File: config.mk
export PLATFORM = sky130hd
export DESIGN_NAME = fwd_cmd_merger
export DESIGN_NICKNAME = d
export VERILOG_FILES = /design/src/rtl/fct_pkg.sv /design/src/rtl/fct_fifo.sv /design/src/rtl/fct_datapath.sv /design/src/rtl/fct_control.sv /design/src/rtl/fwd_cmd_merger.sv
export SDC_FILE = /design/constraint.sdc
export NUM_CORES = 1
export LEC_CHECK = 0
export BUFFER_PORTS_ARGS = -buffer_cell sky130_fd_sc_hd__buf_2
export CORE_UTILIZATION = 55
export DETAILED_ROUTE_END_ITERATION = 10
export GPL_TIMING_DRIVEN = 0
export HOLD_SLACK_MARGIN = 0.02
export PLACE_DENSITY = 0.79
export SLEW_MARGIN = 20
export SYNTH_ARGS = -nofsm -noshare
export SYNTH_HDL_FRONTEND = slang
export SYNTH_HIERARCHICAL = 1
export SYNTH_SLANG_ARGS = --single-unit
export TNS_END_PERCENT = 1
File: constraint.sdc
create_clock -name clk -period 3.6 [get_ports clk]
set_input_delay 1.08 -clock clk [delete_from_list [all_inputs] [get_ports clk]]
set_output_delay 1.08 -clock clk [all_outputs]
set_load 0.005 [all_outputs]
File: src/rtl/fct_pkg.sv
package fct_pkg;
  typedef struct packed {
    logic loadOut;  // load the output slot this clock
    logic selCmd;   // source is the command queue
    logic popCmd;
    logic popDat;
  } fct_strobe_t;
endpackage

File: src/rtl/fct_fifo.sv
module fct_fifo #(
  parameter int unsigned WIDTH = 8,
  parameter int unsigned DEPTH = 16
) (
  input  logic             clk,
  input  logic             rst,
  input  logic             wrEn,
  input  logic [WIDTH-1:0] wrData,
  input  logic             rdEn,
  output logic [WIDTH-1:0] rdData,
  output logic             full,
  output logic             empty,
  output logic             overflow
);
  localparam int unsigned AW = (DEPTH > 1) ? $clog2(DEPTH) : 1;
  localparam int unsigned CW = AW + 1;
  localparam logic [CW-1:0] FULL_CNT = CW'(DEPTH);
  localparam logic [AW-1:0] LAST_PTR = AW'(DEPTH - 1);

  logic [WIDTH-1:0] mem [DEPTH];
  logic [AW-1:0]    wrPtr, rdPtr;
  logic [CW-1:0]    count;
  logic             pushOk, popOk;

  assign full   = (count == FULL_CNT);
  assign empty  = (count == '0);
  assign pushOk = wrEn && !full;
  assign popOk  = rdEn && !empty;
  assign rdData = mem[rdPtr];

  always_ff @(posedge clk) begin
    if (pushOk) mem[wrPtr] <= wrData;
  end

  always_ff @(posedge clk) begin
    if (rst) begin
      wrPtr    <= '0;
      rdPtr    <= '0;
      count    <= '0;
      overflow <= 1'b0;
    end else begin
      if (pushOk) wrPtr <= (wrPtr == LAST_PTR) ? '0 : wrPtr + 1'b1;
      if (popOk)  rdPtr <= (rdPtr == LAST_PTR) ? '0 : rdPtr + 1'b1;
      case ({pushOk, popOk})
        2'b10:   count <= count + 1'b1;
        2'b01:   count <= count - 1'b1;
        default: count <= count;
      endcase
      if (wrEn && full) overflow <= 1'b1;
    end
  end


  full_empty_excl_chk: assert property (@(posedge clk) disable iff (rst)
    !(full && empty));

  overflow_sticky_chk: assert property (@(posedge clk) disable iff (rst)
    overflow |=> overflow);

  full_drop_chk: assert property (@(posedge clk) disable iff (rst)
    full && wrEn && !rdEn |=> full && overflow);
endmodule

File: src/rtl/fct_datapath.sv
module fct_datapath
  import fct_pkg::*;
#(
  parameter int unsigned WIDTH = 8,
  parameter int unsigned DEPTH = 16
) (
  input  logic             clk,
  input  logic             rst,
  input  fct_strobe_t      strobes,
  input  logic             outReady,
  input  logic             cmdWrEn,
  input  logic [WIDTH-1:0] cmdWrData,
  input  logic             datWrEn,
  input  logic [WIDTH-1:0] datWrData,
  output logic             cmdFull,
  output logic             cmdEmpty,
  output logic             cmdOverflow,
  output logic             datFull,
  output logic             datEmpty,
  output logic             datOverflow,
  output logic             outValid,
  output logic [WIDTH-1:0] outByte,
  output logic             outTag
);
  localparam int unsigned NQ = 2;  // index 0: command, 1: data

  logic             qWrEn  [NQ];
  logic [WIDTH-1:0] qWrData[NQ];
  logic             qRdEn  [NQ];
  logic [WIDTH-1:0] qHead  [NQ];
  logic             qFull  [NQ];
  logic             qEmpty [NQ];
  logic             qOvf   [NQ];

  assign qWrEn[0]   = cmdWrEn;
  assign qWrData[0] = cmdWrData;
  assign qRdEn[0]   = strobes.popCmd;
  assign qWrEn[1]   = datWrEn;
  assign qWrData[1] = datWrData;
  assign qRdEn[1]   = strobes.popDat;

  for (genvar q = 0; q < NQ; q++) begin : g_queue
    fct_fifo #(.WIDTH(WIDTH), .DEPTH(DEPTH)) u_fifo (
      .clk(clk), .rst(rst),
      .wrEn(qWrEn[q]), .wrData(qWrData[q]),
      .rdEn(qRdEn[q]), .rdData(qHead[q]),
      .full(qFull[q]), .empty(qEmpty[q]), .overflow(qOvf[q])
    );
  end

  assign cmdFull     = qFull[0];
  assign cmdEmpty    = qEmpty[0];
  assign cmdOverflow = qOvf[0];
  assign datFull     = qFull[1];
  assign datEmpty    = qEmpty[1];
  assign datOverflow = qOvf[1];

  always_ff @(posedge clk) begin
    if (rst) begin
      outValid <= 1'b0;
      outByte  <= '0;
      outTag   <= 1'b0;
    end else if (strobes.loadOut) begin
      outValid <= 1'b1;
      outByte  <= strobes.selCmd ? qHead[0] : qHead[1];
      outTag   <= !strobes.selCmd;
    end else if (outReady) begin
      outValid <= 1'b0;
    end
  end


  out_hold_chk: assert property (@(posedge clk) disable iff (rst)
    outValid && !outReady |=> outValid && $stable(outByte) && $stable(outTag));

  cmd_tag_chk: assert property (@(posedge clk) disable iff (rst)
    strobes.loadOut && strobes.selCmd |=> !outTag);

  reset_idle_chk: assert property (@(posedge clk)
    rst |=> !outValid);
endmodule

File: src/rtl/fct_control.sv
module fct_control
  import fct_pkg::*;
(
  input  logic        clk,
  input  logic        rst,
  input  logic        cmdEmpty,
  input  logic        datEmpty,
  input  logic        outValid,
  input  logic        outReady,
  output fct_strobe_t strobes
);
  logic slotFree, haveCmd, haveDat;

  assign slotFree = !outValid || outReady;
  assign haveCmd  = !cmdEmpty;
  assign haveDat  = !datEmpty;

  always_comb begin
    strobes         = '0;
    strobes.loadOut = slotFree && (haveCmd || haveDat);
    strobes.selCmd  = haveCmd;
    strobes.popCmd  = strobes.loadOut && haveCmd;
    strobes.popDat  = strobes.loadOut && !haveCmd;
  end


  cmd_first_chk: assert property (@(posedge clk) disable iff (rst)
    strobes.popDat |-> cmdEmpty);

  slot_fill_chk: assert property (@(posedge clk) disable iff (rst)
    !outValid && !(cmdEmpty && datEmpty) |=> outValid);
endmodule

File: src/rtl/fwd_cmd_merger.sv
module fwd_cmd_merger
  import fct_pkg::*;
#(
  parameter int unsigned WIDTH = 8,
  parameter int unsigned DEPTH = 16
) (
  input  logic             clk,
  input  logic             rst,
  input  logic             cmdWrEn,
  input  logic [WIDTH-1:0] cmdWrData,
  input  logic             datWrEn,
  input  logic [WIDTH-1:0] datWrData,
  input  logic             outReady,
  output logic             outValid,
  output logic [WIDTH-1:0] outByte,
  output logic             outTag,
  output logic             cmdFull,
  output logic             cmdEmpty,
  output logic             cmdOverflow,
  output logic             datFull,
  output logic             datEmpty,
  output logic             datOverflow
);
  fct_strobe_t strobes;

  fct_control u_control (
    .clk(clk), .rst(rst),
    .cmdEmpty(cmdEmpty), .datEmpty(datEmpty),
    .outValid(outValid), .outReady(outReady),
    .strobes(strobes)
  );

  fct_datapath #(.WIDTH(WIDTH), .DEPTH(DEPTH)) u_datapath (
    .clk(clk), .rst(rst), .strobes(strobes), .outReady(outReady),
    .cmdWrEn(cmdWrEn), .cmdWrData(cmdWrData),
    .datWrEn(datWrEn), .datWrData(datWrData),
    .cmdFull(cmdFull), .cmdEmpty(cmdEmpty), .cmdOverflow(cmdOverflow),
    .datFull(datFull), .datEmpty(datEmpty), .datOverflow(datOverflow),
    .outValid(outValid), .outByte(outByte), .outTag(outTag)
  );
endmodule

==> flow_summary.ini, run 1 <==
[drt]
first_pass_iters = 4
detailedRoute.firstIterationViolations = 571
avg_vias_per_cell = 6.21
drt.antenna.violating_nets = 0
wirelength_mm = 24.8
detail_route.drc_violations = 0
via_count = 6330
drt-wirelength-per-cell_um = 24.3

[placement]
pre_cts_slack_ns = 0.0397
io_buffer_count = 36
detailed_place_hpwl_mm = 16.0
place_inst = 971
gp_routability_congestion = 0.779

[clock_network]
postCtsSetupRepairBufs = 0
cts-htree-levels = 1
clock_tree.root_cell = sky130_fd_sc_hd__clkbuf_16
tritoncts_clock_tree = built
clock_sink_count = 302
cts-buffers-inserted = 27
path_clk_slew_ns = 0.06
cts_buffer_depth = 3
clk_latency_ns = 0.54

[timing]
timing.final.max_slew_violations = 0
finalClockSkew_ns = 0.0165
hold_viol = 0
timing.final.crit_period_ns = 3.34
setup_tns_ns = 0
final.setup.worst_slack_ns = 0.263
max_slew_margin_pct = 42.4
timing.final.setup_violations = 0
layout_worst_path_cycle_share_pct = 92.7
tightestPinTransition_ns = 0.864
rsz0062_at_grt = false
fmax_mhz = 300

[global_route]
globalRouteOverflowTotal = 0
groute.usage.overall_pct = 22.9
first_global_vias = 6345
grt_first_pass_wirelength_mm = 37.9
grt_start_max_net_pins = 17
antenna_found_initial = 0

[logic_synthesis]
synth-seq-cells = 302
synthesis.area_sq_mm = 0.0122
yosys.area.top_type = sky130_fd_sc_hd__edfxtp_1
synth-seq-area-share_pct = 70.3
postSynthAreaPerCell_sq_um = 18.9
synth_top_cell_area_share_pct = 62.8
post_synth_inst_count = 647
synth.area.top_cells = sky130_fd_sc_hd__edfxtp_1 (63%), sky130_fd_sc_hd__mux4_2 (15%), sky130_fd_sc_hd__dfxtp_1 (7.5%)
synthDistinctLibCells = 41
yosysWarnings = 6
synth_nets = 684

[finish]
antenna_cells = 0
highest_count_cells_in_the_layout_ignoring_fill_and_taps = sky130_fd_sc_hd__edfxtp_1 (256), sky130_fd_sc_hd__mux4_2 (80), sky130_fd_sc_hd__buf_2 (51), sky130_fd_sc_hd__dfxtp_1 (46), sky130_fd_sc_hd__nor2_1 (35)
flow.area_growth_from_synthesis_pct = 12.4
mostFrequentLayoutCell = sky130_fd_sc_hd__edfxtp_1
share_of_the_core_filled_with_cells_pct = 63.0
layout.nets = 756
layout_cell_share_with_drive_strength_beyond_1_pct = 29.1
final_std_cells_w_o_fill = 1020

[die]
fp.dieArea_sq_mm = 0.0229
pin_count = 37
chipHeight_um = 151
starting_density_of_the_core_pct = 56.1
floorplan.rows = 54
core_area_sq_mm = 0.0218
chipWidth_um = 151

[worst_setup_path]
critical_path_required_ns = 4.02
critPathCaptureType = flop
critical_path_arrival_ns = 3.76
largest_fanout_on_the_critical_path = 8
worst_setup_path_type = flop to flop
worst_setup_path_start_kind = flop

[run_status]
status = finished, final reports clean

[worst_hold_path]
min_delay_path_class = flop to flop

[power_and_ir_drop]
power_leakage_nw = 4.53
worst_ir_drop_vdd_mv = 0.823
power-per-cell-area_mw_per_mm2 = 702

[run]
max-cap-violations = 0
-- path summary, 6_finish.rpt --
kind / depth (start not counted) / endpoint / slack [ns] / start
min reg2reg: 2 / u_datapath/g_queue[1].u_fifo/overflow / 0.48 / u_datapath/g_queue[1].u_fifo/overflow
min: 2 / u_datapath/g_queue[1].u_fifo/overflow / 0.48 / u_datapath/g_queue[1].u_fifo/overflow
max reg2reg: 15 / u_datapath/g_queue[1].u_fifo/count[4] / 0.26 / u_datapath/g_queue[0].u_fifo/count[1]
max: 15 / u_datapath/g_queue[1].u_fifo/count[4] / 0.26 / u_datapath/g_queue[0].u_fifo/count[1]
-- where the power goes --
group          leakage, nW  internal, mW  switching (mW)
Clock                0.445          1.66            1.22
Sequential            2.69          3.98           0.114
Combinational         1.40          1.28            1.41
Total                 4.53          6.91            2.74
-- state kept, by name, summed over array words and instances, names as in the netlist, named ones only --
register,count
u_datapath/g_queue.u_fifo/count,10
u_datapath/g_queue.u_fifo/mem,256
u_datapath/g_queue.u_fifo/overflow,2
u_datapath/g_queue.u_fifo/rdPtr,8
u_datapath/g_queue.u_fifo/wrPtr,8
u_datapath/outByte,8
u_datapath/outTag,1
u_datapath/outValid,1
-- critical path, cell delays in order (launching register included) --
cell,delay (ns)
sky130_fd_sc_hd__dfxtp_1,0.31
sky130_fd_sc_hd__buf_6,0.13
sky130_fd_sc_hd__or4_4,0.50
sky130_fd_sc_hd__buf_6,0.16
sky130_fd_sc_hd__nor2_2,0.17
sky130_fd_sc_hd__inv_2,0.06
sky130_fd_sc_hd__nor3_2,0.28
sky130_fd_sc_hd__o21ai_4,0.13
sky130_fd_sc_hd__inv_1,0.10
sky130_fd_sc_hd__ha_2,0.26
sky130_fd_sc_hd__xor2_1,0.17
sky130_fd_sc_hd__ha_1,0.20
sky130_fd_sc_hd__and3b_1,0.16
sky130_fd_sc_hd__o21ai_0,0.07
sky130_fd_sc_hd__a31oi_1,0.19
sky130_fd_sc_hd__mux2_2,0.35
-- cells in the mapped netlist --
library cell	n
sky130_fd_sc_hd__a21oi_1	22
sky130_fd_sc_hd__a21o_1	2
sky130_fd_sc_hd__mux2i_1	14
sky130_fd_sc_hd__mux2_2	4
sky130_fd_sc_hd__a311o_1	4
sky130_fd_sc_hd__buf_2	7
sky130_fd_sc_hd__o21ai_0	12
sky130_fd_sc_hd__a211oi_1	9
sky130_fd_sc_hd__buf_4	1
sky130_fd_sc_hd__inv_2	1
sky130_fd_sc_hd__and2_1	26
sky130_fd_sc_hd__o31ai_1	2
sky130_fd_sc_hd__and3b_1	2
sky130_fd_sc_hd__o21ai_1	2
sky130_fd_sc_hd__nor2_1	36
sky130_fd_sc_hd__nor4b_1	10
sky130_fd_sc_hd__nor3_2	1
sky130_fd_sc_hd__inv_1	11
sky130_fd_sc_hd__nand2b_1	1
sky130_fd_sc_hd__nand2_1	8
sky130_fd_sc_hd__clkbuf_1	6
sky130_fd_sc_hd__dfxtp_1	46
sky130_fd_sc_hd__nand3_1	2
sky130_fd_sc_hd__and3_1	2
sky130_fd_sc_hd__o21ai_4	4
sky130_fd_sc_hd__mux4_2	80
sky130_fd_sc_hd__or4_4	2
sky130_fd_sc_hd__buf_1	11
sky130_fd_sc_hd__nor2b_1	6
sky130_fd_sc_hd__xor2_1	10
sky130_fd_sc_hd__nand3b_1	2
sky130_fd_sc_hd__o211ai_1	4
sky130_fd_sc_hd__o2111a_1	2
sky130_fd_sc_hd__or3_1	2
sky130_fd_sc_hd__or3b_2	2
sky130_fd_sc_hd__ha_1	16
sky130_fd_sc_hd__nor2b_4	1
sky130_fd_sc_hd__a31oi_1	2
sky130_fd_sc_hd__nor3_1	2
sky130_fd_sc_hd__edfxtp_1	256
sky130_fd_sc_hd__buf_6	14
-- kinds of logic after synthesis --
logic type               Yosys count  share of synthesized area (%)
multiplexers                      98                           16.2
AND/OR/NAND/NOR                  105                           4.91
adder cells (fa/ha/maj)           16                           1.64
flip-flops                       302                           70.3
XOR/XNOR                          10                          0.715
AO/OA/AOI/OAI                     65                           3.66
buffers and inverters             51                           2.52
-- per-stage QoR --
step	area [sq um]	hold WS, ns	power, mW
after detailed placement	12900	0.466	6.82
after floorplan	12200	0.460	6.12
final	13800	0.478	9.65
after CTS	13800	0.485	9.70
after global routing	13800	0.521	10.1
after global placement	12800	0.451	6.64
-- per-layer routing --
layer  up-vias  part of all wire, %  global-route usage, %  routed length, um
li1       2731                    -                      -                  -
met4         0                  2.2                   6.65                539
met5         -                    0                      0                  0
met2       279                   49                   37.1              12200
met1      3276                   41                   32.2              10300
met3        44                  7.3                   3.89               1820
-- area by class of cell --
| type | count | area (sq um) |
|---|---|---|
| plain buffers | 38 | 260 |
| clock inverters | 16 | 160 |
| multi-input cells | 294 | 3380 |
| repair buffers | 44 | 220 |
| well taps | 280 | 350 |
| fillers | 1471 | 8070 |
| inverters | 12 | 45.0 |
| flip-flops and latches | 302 | 8610 |
| clock buffers | 34 | 732 |
-- what timing repair did --
item | 4_1_cts | 5_1_grt
endpoints found under the hold margin | 0 | 0
hold buffers | 0 | 0
resized for setup | 0 | 2
setup endpoints to repair | 0 | 2
(Power assumes the default switching activity.)
==> inputs of run 2 (changes only) <==
SYNTH_HIERARCHICAL = not set   (was 1)
==> run 2 against run 1 <==
Compared with the run above:
- utilization grew 0.42 points
- register-to-register slack lost 0.11 ns
- count of clock-buffer cells in the layout grew 4
- synthesized area shrank 2.1%
- setup slack lost 0.11 ns
- sequential share of layout area grew 1.4 points
- hold slack lost 0.014 ns
- highest routed layer unchanged
==> flow_summary.ini, run 2 <==
[worst_hold_path]
holdPathEnd = u_datapath.g_queue[0].u_fifo.overflow
hold-path-cell-count = 2
hp-start = u_datapath.g_queue[0].u_fifo.overflow
min_delay_path_class = flop to flop

[die]
chipWidth_um = 150
core_area_sq_mm = 0.0212
starting_density_of_the_core_pct = 56.5
chipHeight_um = 150
fp.dieArea_sq_mm = 0.0224
pin_count = 37
floorplan.rows = 53

[logic_synthesis]
synthesis.area_sq_mm = 0.0120
synth-edff-count = 256
synth.area.top_cells = sky130_fd_sc_hd__edfxtp_1 (64%), sky130_fd_sc_hd__mux4_2 (14%), sky130_fd_sc_hd__dfxtp_1 (7.7%)
post_synth_inst_count = 655
most_frequent_cell_after_synthesis = sky130_fd_sc_hd__edfxtp_1
synth-seq-cells = 302
synthFlopType = sky130_fd_sc_hd__edfxtp_1
yosys.area.top_type = sky130_fd_sc_hd__edfxtp_1
synth_top_cell_area_share_pct = 64.2
synth_nets = 695
synth-seq-area-share_pct = 71.8
postSynthAreaPerCell_sq_um = 18.3
most_frequent_cells_after_synthesis = sky130_fd_sc_hd__edfxtp_1 (256), sky130_fd_sc_hd__mux4_2 (72), sky130_fd_sc_hd__nor2_1 (53), sky130_fd_sc_hd__dfxtp_1 (46), sky130_fd_sc_hd__a21oi_1 (28)
yosysWarnings = 0
synthDistinctLibCells = 43
async_reset_ff_share_pct = 0

[timing]
max_slew_margin_pct = 36.9
finalClockSkew_ns = 0.0167
fin_worst_hold_slack_ns = 0.464
hold_viol = 0
timing.final.crit_period_ns = 3.45
rsz0062_at_grt = true
timing.final.max_slew_violations = 0
fmax_mhz = 290
setup_tns_ns = 0
timing.final.setup_violations = 0
tightestPinTransition_ns = 0.943
layout_worst_path_cycle_share_pct = 95.8

[drt]
avg_vias_per_cell = 6.01
drt-wirelength-per-cell_um = 22.7
drt.antenna.violating_nets = 0
detailedRoute.firstIterationViolations = 462
wirelength_mm = 23.0
first_pass_iters = 5
via_count = 6092
detail_route.drc_violations = 0

[placement]
detailed_place_hpwl_mm = 15.7
gp_routability_congestion = 0.857
io_buffer_count = 35

[clock_network]
cts-htree-levels = 1
clk_latency_ns = 0.54
cts_hold_buffers = 0
clock_sink_count = 302
path_clk_slew_ns = 0.06
postCtsSetupRepairBufs = 0
cts-buffers-inserted = 28
tritoncts_clock_tree = built
cts_buffer_depth = 3
post_cts_resize_count = 0
clock_tree.root_cell = sky130_fd_sc_hd__clkbuf_16

[power_and_ir_drop]
worst_ir_drop_vdd_mv = 0.466
power_leakage_nw = 4.40
power-per-cell-area_mw_per_mm2 = 665
p_total_mw = 8.95

[finish]
layout.nets = 759
flow.area_growth_from_synthesis_pct = 12.4
largest_reg_flops = 256
final.fill_count = 1441
largest_register = u_datapath.g_queue.u_fifo.mem
multiInputGateArea_sq_mm = 0.00322
share_of_the_core_filled_with_cells_pct = 63.4
area.sequential_sq_mm = 0.00861
layout_cell_share_with_drive_strength_beyond_1_pct = 25.1
mostFrequentLayoutCell = sky130_fd_sc_hd__edfxtp_1
highest_count_cells_in_the_layout_ignoring_fill_and_taps = sky130_fd_sc_hd__edfxtp_1 (256), sky130_fd_sc_hd__mux4_2 (72), sky130_fd_sc_hd__nor2_1 (53), sky130_fd_sc_hd__buf_2 (47), sky130_fd_sc_hd__dfxtp_1 (46)
layout_top_registers = u_datapath.g_queue.u_fifo.mem x256, u_datapath.g_queue.u_fifo.count x10
antenna_cells = 0

[global_route]
groute.usage.overall_pct = 21.7
antenna_found_initial = 0
grt_start_max_net_pins = 17
globalRouteOverflowTotal = 0
grt_first_pass_wirelength_mm = 35.7
first_global_vias = 6389

[worst_setup_path]
critPathCaptureType = flop
worst_r2r_startpoint = u_datapath.g_queue[1].u_fifo.count[1]
setup_slack_of_the_worst_register_to_register_path_ns = 0.15
worst_setup_path_start_kind = flop
worst_setup_path_type = flop to flop
critical_path_arrival_ns = 3.91
critical_path_required_ns = 4.06
largest_fanout_on_the_critical_path = 11
worst-r2r-cell-count = 13
r2r-end = u_datapath.g_queue[1].u_fifo.count[4]

[run]
max-cap-violations = 0

[run_status]
status = finished, final reports clean
run 2: changes by cell type after synthesis, sizes merged, moves of 9 or more:
cell and change:
o21ai -12, nor4b -10, a211oi -9, a22oi +9, buf -10, nor2 +17, nand2 +18, and2 -23
run 2: cells by family (layout without fill, tap and decap cells):
family / after synthesis / after routing / share of synthesized area, %
AOI/OAI and AO/OA: 71 / 71 / 3.79
adders and majority gates: 19 / 19 / 2.05
buffers and inverters: 43 / 126 / 1.67
muxes: 95 / 95 / 15.5
xor gates and xnor gates: 11 / 11 / 0.804
and+or+nand+nor: 114 / 114 / 4.30
DFF: 302 / 302 / 71.8
run 2: cell type report:
class / count / area share (%)
flip-flops and latches: 302 / 63.9
inverters: 7 / 0.195
well taps: 275 / 2.56
multi-input cells: 310 / 23.9
clock buffers: 38 / 5.79
plain buffers: 35 / 1.29
repair buffers: 35 / 1.30
clock inverters: 11 / 0.985
run 2: worst max-delay path: stages (launching register included):
cell and delay, ns:
sky130_fd_sc_hd__dfxtp_1 0.30, sky130_fd_sc_hd__buf_2 0.16, sky130_fd_sc_hd__or4_1 0.56, sky130_fd_sc_hd__o2111a_2 0.32, sky130_fd_sc_hd__clkbuf_4 0.22, sky130_fd_sc_hd__ha_1 0.24
sky130_fd_sc_hd__clkbuf_1 0.18, sky130_fd_sc_hd__xor2_1 0.18, sky130_fd_sc_hd__ha_1 0.25, sky130_fd_sc_hd__nand2b_1 0.09, sky130_fd_sc_hd__a21boi_1 0.07, sky130_fd_sc_hd__o21a_1 0.19
sky130_fd_sc_hd__or4_1 0.46, sky130_fd_sc_hd__a21oi_1 0.16
run 2: through the flow:
step                cell area (sq um)  std cells  setup slack [ns]
floorplan                       12000        655             0.288
global placement                12500        965            -0.400
detailed placement              12500        965            -0.418
CTS                             13500       1014             0.119
global route                    13500       1013         -0.000457
finish                          13500       1013             0.152
run 2: metal layers:
layer	GRT usage, %	share of wire (%)
met4	7.65	2.9
met1	26.6	39
met3	3.20	4.9
met5	0	0
met2	39.1	53
run 2: worst max-delay path by stage:
stage          slack (ns)                               endpoint                             startpoint  cells past startpoint
3_3_place_gp        -0.40  u_datapath.g_queue[0].u_fifo.count[4]                               outReady                     11
2_1_floorplan        0.29  u_datapath.g_queue[1].u_fifo.count[4]                               outReady                     12
3_5_place_dp        -0.42  u_datapath.g_queue[0].u_fifo.count[4]                               outReady                     11
5_1_grt           -0.0005  u_datapath.g_queue[1].u_fifo.count[4]  u_datapath.g_queue[1].u_fifo.count[1]                     13
4_1_cts              0.12  u_datapath.g_queue[0].u_fifo.count[4]                               outReady                     11
6_report             0.15  u_datapath.g_queue[1].u_fifo.count[4]  u_datapath.g_queue[1].u_fifo.count[1]                     13
run 2: power by group:
| part | switching [mW] | total (mW) | internal, mW | leakage, nW |
|---|---|---|---|---|
| sequential | 0.150 | 4.15 | 3.99 | 2.69 |
| combinational | 1.06 | 1.89 | 0.827 | 1.27 |
| clock | 1.19 | 2.91 | 1.72 | 0.441 |
